**src/rtl/xfer_strobe_pkg.sv**
```systemverilog
package xfer_strobe_pkg;

  typedef enum logic [1:0] {
    PH_RISE = 2'd0,
    PH_SET  = 2'd1,
    PH_FALL = 2'd2,
    PH_IDLE = 2'd3
  } phase_e;

  typedef struct packed {
    logic base;
    logic dly;
    logic en;
    logic set;
  } strobes_t;

  function automatic strobes_t decode_phase(phase_e ph);
    strobes_t s;
    s.base = (ph == PH_RISE) || (ph == PH_SET);
    s.dly  = (ph == PH_SET)  || (ph == PH_FALL);
    s.en   = (ph != PH_IDLE);
    s.set  = (ph == PH_SET);
    return s;
  endfunction

endpackage

```
**src/rtl/xfer_rst_sync.sv**
```systemverilog
module xfer_rst_sync #(
  parameter int STAGES = 2
) (
  input  logic clk_i,
  input  logic rst_ni,
  output logic rst_sync_no
);
  logic [STAGES-1:0] sync_q;

  always_ff @(posedge clk_i or negedge rst_ni) begin
    if (!rst_ni) sync_q <= '0;
    else         sync_q <= {sync_q[STAGES-2:0], 1'b1};
  end

  assign rst_sync_no = sync_q[STAGES-1];
endmodule

```
**src/rtl/xfer_phase_gen.sv**
```systemverilog
module xfer_phase_gen
  import xfer_strobe_pkg::*;
(
  input  logic     clk_i,
  input  logic     rst_ni,
  output strobes_t strb_o,
  output logic     period_start_o
);
  phase_e   phase_q, phase_d;
  logic     run_q;
  strobes_t strb_q, strb_d;

  always_comb begin
    phase_d        = run_q ? phase_e'(phase_q + 2'd1) : PH_RISE;
    strb_d         = decode_phase(phase_d);
    period_start_o = !run_q || (phase_q == PH_IDLE);
  end

  always_ff @(posedge clk_i or negedge rst_ni) begin
    if (!rst_ni) begin
      phase_q <= PH_RISE;
      run_q   <= 1'b0;
      strb_q  <= '0;
    end else begin
      phase_q <= phase_d;
      run_q   <= 1'b1;
      strb_q  <= strb_d;
    end
  end

  assign strb_o = strb_q;

  // base clock stays high / low for two reference cycles
  p_base_high_r2: assert property (@(posedge clk_i) disable iff (!rst_ni)
    $rose(strb_q.base) |=> strb_q.base);
  p_base_low_r2: assert property (@(posedge clk_i) disable iff (!rst_ni)
    $fell(strb_q.base) |=> !strb_q.base);
  // delayed clock is the base clock one reference cycle later
  p_dly_lag_r3: assert property (@(posedge clk_i) disable iff (!rst_ni)
    strb_q.dly == $past(strb_q.base));
  // enable covers both clocks
  p_en_or_r4: assert property (@(posedge clk_i) disable iff (!rst_ni)
    strb_q.en == (strb_q.base || strb_q.dly));
  // set nested inside enable, one cycle wide
  p_set_in_en_r5: assert property (@(posedge clk_i) disable iff (!rst_ni)
    strb_q.set |-> strb_q.en);
  p_set_rise_r5: assert property (@(posedge clk_i) disable iff (!rst_ni)
    $rose(strb_q.set) |-> $past(strb_q.en));
  p_en_fall_r5: assert property (@(posedge clk_i) disable iff (!rst_ni)
    $fell(strb_q.en) |-> $past(!strb_q.set));
  p_set_pulse_r5: assert property (@(posedge clk_i) disable iff (!rst_ni)
    strb_q.set |=> !strb_q.set);
endmodule

```
**src/rtl/xfer_reg_bank.sv**
```systemverilog
module xfer_reg_bank #(
  parameter int NREG  = 4,
  parameter int DW    = 8,
  parameter int SRC_W = $clog2(NREG + 1),
  parameter int DST_W = $clog2(NREG)
) (
  input  logic             clk_i,
  input  logic             rst_ni,
  input  logic             start_i,
  input  logic             en_i,
  input  logic             set_i,
  input  logic             req_i,
  input  logic [SRC_W-1:0] src_i,
  input  logic [DST_W-1:0] dst_i,
  input  logic [DW-1:0]    ext_i,
  output logic [DW-1:0]    bus_o
);
  logic                      active_q, active_d;
  logic [SRC_W-1:0]          src_q, src_d;
  logic [DST_W-1:0]          dst_q, dst_d;
  logic [NREG-1:0][DW-1:0]   regs_q, regs_d;
  logic [DW-1:0]             src_byte;
  logic                      wr_en;

  // request sampling: only at period start
  always_comb begin
    active_d = active_q;
    src_d    = src_q;
    dst_d    = dst_q;
    if (start_i) begin
      active_d = req_i;
      src_d    = src_i;
      dst_d    = dst_i;
    end
  end

  // source mux: indices at or above NREG pick the external byte
  always_comb begin
    src_byte = ext_i;
    for (int i = 0; i < NREG; i++) begin
      if (src_q == SRC_W'(i)) src_byte = regs_q[i];
    end
  end

  assign bus_o = (active_q && en_i) ? src_byte : '0;
  assign wr_en = active_q && set_i;

  always_comb begin
    regs_d = regs_q;
    if (wr_en) begin
      for (int i = 0; i < NREG; i++) begin
        if (dst_q == DST_W'(i)) regs_d[i] = bus_o;
      end
    end
  end

  always_ff @(posedge clk_i or negedge rst_ni) begin
    if (!rst_ni) begin
      active_q <= 1'b0;
      src_q    <= '0;
      dst_q    <= '0;
    end else if (start_i) begin
      active_q <= active_d;
      src_q    <= src_d;
      dst_q    <= dst_d;
    end
  end

  always_ff @(posedge clk_i or negedge rst_ni) begin
    if (!rst_ni)    regs_q <= '0;
    else if (wr_en) regs_q <= regs_d;
  end

  // bus idle outside the enable window
  p_bus_idle_r6: assert property (@(posedge clk_i) disable iff (!rst_ni)
    !en_i |-> (bus_o == '0));
  // bank changes only on the set phase of an active move
  p_hold_r7: assert property (@(posedge clk_i) disable iff (!rst_ni)
    !(active_q && set_i) |=> $stable(regs_q));
  // move state changes only at a period start
  p_period_r8: assert property (@(posedge clk_i) disable iff (!rst_ni)
    (active_q != $past(active_q)) |-> $past(start_i));
  // self move leaves the bank untouched
  p_self_r9: assert property (@(posedge clk_i) disable iff (!rst_ni)
    (active_q && set_i && (src_q == SRC_W'(dst_q))) |=> $stable(regs_q));
endmodule

```
**src/rtl/xfer_strobe_core.sv**
```systemverilog
module xfer_strobe_core
  import xfer_strobe_pkg::*;
#(
  parameter int NREG  = 4,
  parameter int DW    = 8,
  parameter int SRC_W = $clog2(NREG + 1),
  parameter int DST_W = $clog2(NREG)
) (
  input  logic             clk_i,
  input  logic             rst_ni,
  input  logic             xfer_req_i,
  input  logic [SRC_W-1:0] src_sel_i,
  input  logic [DST_W-1:0] dst_sel_i,
  input  logic [DW-1:0]    ext_byte_i,
  output logic             clk_base_o,
  output logic             clk_dly_o,
  output logic             en_strb_o,
  output logic             set_strb_o,
  output logic [DW-1:0]    bus_o
);
  logic     rst_int_n;
  strobes_t strb;
  logic     period_start;

  xfer_rst_sync #(.STAGES(2)) u_rst (
    .clk_i       (clk_i),
    .rst_ni      (rst_ni),
    .rst_sync_no (rst_int_n)
  );

  xfer_phase_gen u_phase (
    .clk_i          (clk_i),
    .rst_ni         (rst_int_n),
    .strb_o         (strb),
    .period_start_o (period_start)
  );

  xfer_reg_bank #(.NREG(NREG), .DW(DW), .SRC_W(SRC_W), .DST_W(DST_W)) u_bank (
    .clk_i   (clk_i),
    .rst_ni  (rst_int_n),
    .start_i (period_start),
    .en_i    (strb.en),
    .set_i   (strb.set),
    .req_i   (xfer_req_i),
    .src_i   (src_sel_i),
    .dst_i   (dst_sel_i),
    .ext_i   (ext_byte_i),
    .bus_o   (bus_o)
  );

  assign clk_base_o = strb.base;
  assign clk_dly_o  = strb.dly;
  assign en_strb_o  = strb.en;
  assign set_strb_o = strb.set;
endmodule

```
**config.mk**
```make
export PLATFORM = sky130hd
export DESIGN_NAME = xfer_strobe_core
export DESIGN_NICKNAME = d
export VERILOG_FILES = /design/src/rtl/xfer_strobe_pkg.sv /design/src/rtl/xfer_rst_sync.sv /design/src/rtl/xfer_phase_gen.sv /design/src/rtl/xfer_reg_bank.sv /design/src/rtl/xfer_strobe_core.sv
export SDC_FILE = /design/constraint.sdc
export NUM_CORES = 1
export LEC_CHECK = 0
export BUFFER_PORTS_ARGS = -buffer_cell sky130_fd_sc_hd__buf_2
export CAP_MARGIN = 20
export CORE_MARGIN = 1
export CORE_UTILIZATION = 51
export CTS_CLUSTER_DIAMETER = 200
export DETAILED_ROUTE_END_ITERATION = 8
export GPL_ROUTABILITY_DRIVEN = 0
export PLACE_DENSITY = 0.78
export SETUP_SLACK_MARGIN = 0.02
export SLEW_MARGIN = 30
export SYNTH_ARGS = -nofsm -noshare
export SYNTH_HDL_FRONTEND = slang
export SYNTH_SLANG_ARGS = --single-unit
export TNS_END_PERCENT = 5
```
**constraint.sdc**
```tcl
create_clock -name clk_i -period 1.39 [get_ports clk_i]
set_input_delay 0.139 -clock clk_i [delete_from_list [all_inputs] [get_ports clk_i]]
set_output_delay 0.139 -clock clk_i [all_outputs]
set_load 0.01 [all_outputs]
```
# Word-level counts from Yosys, hierarchy flattened
# Index checks and enable logic that the tools add are counted.
totals:
  reg_bits: 47
  output_inout_bits: 12
op_classes:
  addsub: 1
  n_eq_ne: 10
  n_mux: 6
  reduce_logical: 13
ops:
  columns: ["cell", "count"]
  rows:
  - ["8-bit two-way mux", 5]
  - ["2-bit equality test (second input constant)", 4]
  - ["2-bit AND reduction", 4]
  - ["3-bit by 2-bit equality test with 1-bit output (second input constant)", 2]
  - ["2-bit by 1-bit equality test with 1-bit output (second input constant)", 2]
  - ["2-bit zero test", 2]
  - ["3-bit by 1-bit equality test with 1-bit output (second input constant)", 1]
  - ["3-bit zero test", 1]
  - ["1-bit logical OR", 3]
  - ["2-bit by 1-bit adder with 2-bit output (second input constant)", 1]
  - ["1-bit logical AND", 2]
  - ["2-bit two-way mux", 1]
  - ["2-bit != test (second input constant)", 1]
  - ["1-bit zero test", 1]

# Longest topological paths before layout
depth:
  word_depth: 6
  depth_mapped: 6

# By module
# From an unflattened synthesis, not the netlist that was laid out.
unflattened:
  hier_cells: 205
  area_unflattened_um2: 2149.6
by_module_without_submodules:
  columns: ["module", "n_inst", "cells_per_inst", "area_per_inst_um2"]
  rows:
  - ["xfer_reg_bank", 1, 186, 1854.3]
  - ["xfer_phase_gen", 1, 16, 241.5]
  - ["xfer_rst_sync", 1, 3, 53.8]

# Least setup slack after synthesis
# OpenSTA, ideal clock, no wires.
synth_path:
  path_type: "reg2out"
  start: "register u_bank.src_q[0]"
  end: "output port bus_o[5]"
  arrival_time_ns: 1.325
  path_slack_ns: -0.074
  path_stages_with_launch: 6
  cell_sequence: "dfrtp_1 or3b_1 buf_2 or2_1 nand4_1 inv_1"
synth_between:
  elab_chain_cells: 6
  word_cells_on_any_way: 9
  classes_between: "3 x eq/ne; 5 x mux; 1 x reduce/logical"
synth_lines:
  columns: ["element", "line", "rtl"]
  rows:
  - ["from (decl)", "xfer_reg_bank.sv:19", "logic [SRC_W-1:0] src_q, src_d;"]
  - ["from (signal assigned)", "xfer_reg_bank.sv:64", "src_q <= src_d;"]
  - ["3-bit zero test", "xfer_reg_bank.sv:41", "if (src_q == SRC_W'(i)) src_byte = regs_q[i];"]
  - ["8-bit two-way mux (3 in a row)", "xfer_reg_bank.sv:41", null]
  - ["8-bit two-way mux *", "xfer_reg_bank.sv:41", null]
  - ["8-bit two-way mux *", "xfer_reg_bank.sv:45", "assign bus_o = (active_q && en_i) ? src_byte : '0;"]
  - ["to (decl)", "xfer_strobe_core.sv:19", "output logic [DW-1:0] bus_o"]
# Mark *: on every way between the ends. The rest lies on a longest branch, timed or not.

# Worst setup path after layout
layout_path:
  start: "register u_bank.src_q[0]"
  end: "output port bus_o[7]"
# The elaborated chain is that of the path after synthesis.

==> results.md <==
- Setup ws final: -557 ps
- Pwr dens: 1580 mW/mm^2
- Multiplexer share of the synthesized area: 0.0714
- Slew Limit Fails: 0
- HPWL reported at the end of detailed placement: 3410 um
- CP bufs+invs: 3
- Crit-path cells: or3b_4 > buf_6 > o211ai_1 > inv_1 > buf_6
- CP top delay family: simple AND/OR/NAND/NOR gates
- CP dominant cell by count: buf_6
- I/O pins: 28
- MaxCap Viol Count: 0
- Initial antenna violation count: 0
- Drt drc: 0
- Pre-CTS WS: -268 ps
- Worst hold stages: 2
- Min-delay worst type: in -> reg
- Grt total ovfl: 0
- I/O Buffers: 27
- Die height: 67.8 um
- Reg2Reg Setup Slack: -160 ps
- Flops & latches, synth: 47
- Synth Area in Simple Gates: 0.163
- Mapped Cells: 214
- Most frequent cells in the layout: 45 x dfrtp_1, 26 x buf_2, 23 x nand2_1, 23 x buf_4, 18 x inv_1
- Leak: 1.37 nW
- Commonest non-fill, non-tap cell in the layout: dfrtp_1
- Top cells by area, synth: dfrtp_1 53%, nand2_1 4.3%, mux2i_1 4.1%
- Area delta synth->final: 28.6%
- Hold endpoint: u_bank.dst_q[0]
- Largest family of logic cells by synthesized area: simple AND/OR/NAND/NOR gates
- Worst-skew pair later-pin latency: 300 ps
- FF-to-FF Start: u_bank.src_q[0]
- Mapped Area: 0.00221 mm^2
- Clock root buffer master: clkbuf_8
- TritonRoute pass-1 iters: 4
- Critical path type: reg -> out
- Die width: 67.8 um
- ANT cells: 0
- CTS max path bufs: 2
- Final setup violation count: 31
- Clock Skew: 11.7 ps
- Worst vdd ir: 0.818 mV
- Slowest stage delay, CP: 460 ps
- Tmin final: 1950 ps
- Worst path required time: 1250 ps
- First-pass GRT wire length: 7820 um
- Fraction of the yosys area taken by sequential cells: 0.533
- Complex-gate fraction of the synthesized area: 0.151
- Num rows: 23
- Syn. warnings: 0
- Worst hold margin: 72.2 ps
- Die area: 0.00459 mm^2
- Worst hold start: dst_sel_i[0]
- Cell count after placement: 312
- RSZ-0062 raised after global routing: yes
- Largest net degree at the start of global routing: 35
- Via count of the first global-routing pass: 1708
- RR Endpoint: u_bank.regs_q[15]
- Cell Count, Final, Fillers Out: 322
- CTS Sinks: 47
- Slowest-stage cell, CP: or3b_4
- Post-DRT Antenna Nets: 0
- Worst setup EP type: output pin
- CTS Buf Count: 5
- Share of layout cells above drive strength 1: 0.360
- Post-Syn Area per Cell: 10.3 um^2
- Clock slew seen by the registers of the worst setup and hold paths: 80 ps
- Fin nets: 291
- XOR/XNOR share of the synthesized area: 0
- Initial Util: 0.540
- Post-Route WL: 4800 um
- Via density: 5.31
- Depth of the CTS H-tree: 2
- Most area-hungry cell type in the Yosys netlist: dfrtp_1
- Tcrit/Tclk final: 1.40
- CP max FO: 8
- Post-synthesis cell type count: 36
- Startpoint types: flip-flop
- Failing checks: setup timing
- Worst EP arrival: 1810 ps
- Post-Synth Adder-Cell Area: 0.0227
- Core Region: 0.00409 mm^2
- GRT Total Usage: 0.239
- Fmax: 514 MHz
- Post-synth top area share: 0.533
- Routed WL per cell: 14.9 um
- Worst R2R Path Depth: 4
- Final setup TNS: -5790 ps
- Outcome: finished, violations left
- DR iter-0 viols: 121
- Final Hold Viols: 0
- Clock tree from TritonCTS: yes
- Vias post-DR: 1709
==> power breakdown <==
part | switching [mW] | internal (mW) | total, mW
Sequential | 0.318 | 1.87 | 2.19
Clock | 0.443 | 0.452 | 0.895
Combinational | 0.670 | 0.728 | 1.40
Total | 1.43 | 3.05 | 4.48
==> worst reg2reg max path, cell delays in order, from the launching register on <==
cell      delay [ps]
dfrtp_1          400
or3b_4           460
buf_6            150
o211ai_1         270
o21ai_0          150
==> synthesized netlist by cell type <==
| master | number |
|---|---|
| dfrtp_1 | 47 |
| nand2_1 | 25 |
| inv_1 | 20 |
| o21ai_0 | 16 |
| a21oi_1 | 12 |
| nor2_1 | 10 |
| mux2i_1 | 9 |
| nand2b_1 | 9 |
| a2bb2oi_1 | 8 |
| nand3_1 | 7 |
| mux2_2 | 6 |
| clkbuf_1 | 4 |
| ha_1 | 4 |
| o211ai_1 | 4 |
| a221oi_2 | 3 |
| nand4_1 | 3 |
| o21ai_1 | 3 |
| and2_1 | 2 |
| buf_2 | 2 |
| buf_4 | 2 |
| or2_1 | 2 |
| or2_2 | 2 |
| a2111oi_2 | 1 |
| a221oi_1 | 1 |
| a32o_1 | 1 |
| and3b_1 | 1 |
| and4_1 | 1 |
| buf_6 | 1 |
| conb_1 | 1 |
| nand3b_1 | 1 |
| nand4b_1 | 1 |
| nor3_1 | 1 |
| nor3b_1 | 1 |
| nor3b_4 | 1 |
| or3_1 | 1 |
| or3b_1 | 1 |
==> flip-flops by register name (all words and copies together) (netlist names) <==
| register | count |
|---|---|
| u_rst.sync_q | 2 |
| u_bank.regs_q | 32 |
| u_phase.phase_q | 2 |
| u_bank.src_q | 3 |
| u_bank.active_q | 1 |
| u_phase.run_q | 1 |
| u_bank.dst_q | 2 |
| u_phase.strb_o | 4 |
==> timing repair <==
action / CTS / global route
hold endpoints to repair: 2 / 0
buffers inserted: 0 / 1
endpoints found under the setup margin: 40 / 41
resized for setup: 18 / 13
pin swaps: 7 / 5
hold buffers: 1 / 0
==> kinds of logic (layout without fill, tap and decap cells) <==
kind of cell	after synthesis	in the layout
flops	47	47
mux	15	15
other cells	1	2
simple gates	69	69
buf+inv	29	86
compound gates	49	49
fa+ha+maj	4	4
==> metrics by stage <==
| step | power [mW] | util | area [um^2] |
|---|---|---|---|
| floorplan | 2.96 | - | 2220 |
| global placement | 3.36 | 0.633 | 2590 |
| detailed placement | 3.42 | 0.633 | 2590 |
| CTS | 4.41 | 0.680 | 2780 |
| global route | 4.79 | 0.695 | 2840 |
| finish | 4.48 | 0.695 | 2840 |
==> worst max path at each step <==
stage	to	depth (start not counted)	slack [ps]	startpoint
after CTS	bus_o[7]	5	-530	u_bank.src_q[0]
final	bus_o[7]	5	-560	u_bank.src_q[0]
after detailed placement	bus_o[1]	5	-270	u_bank.src_q[2]
after floorplan	bus_o[5]	5	-60	u_bank.src_q[2]
after global routing	bus_o[7]	5	-610	u_bank.src_q[0]
after global placement	bus_o[0]	5	-220	u_bank.src_q[2]
==> final cells by class <==
class	count	area [um^2]
clock buffer	7	96.3
clock inverter	1	7.51
fill	292	1250
inverter	20	75.1
multi-input combinational	139	1010
sequential	47	1180
tap	50	62.6
timing repair buffer	58	412
==> per-layer routing <==
metal,share of wire,global-route usage
met5,0,0
met3,0.034,0.0473
met2,0.48,0.373
met4,0.022,0.125
met1,0.46,0.311
Power figures use the tool's default switching activity.
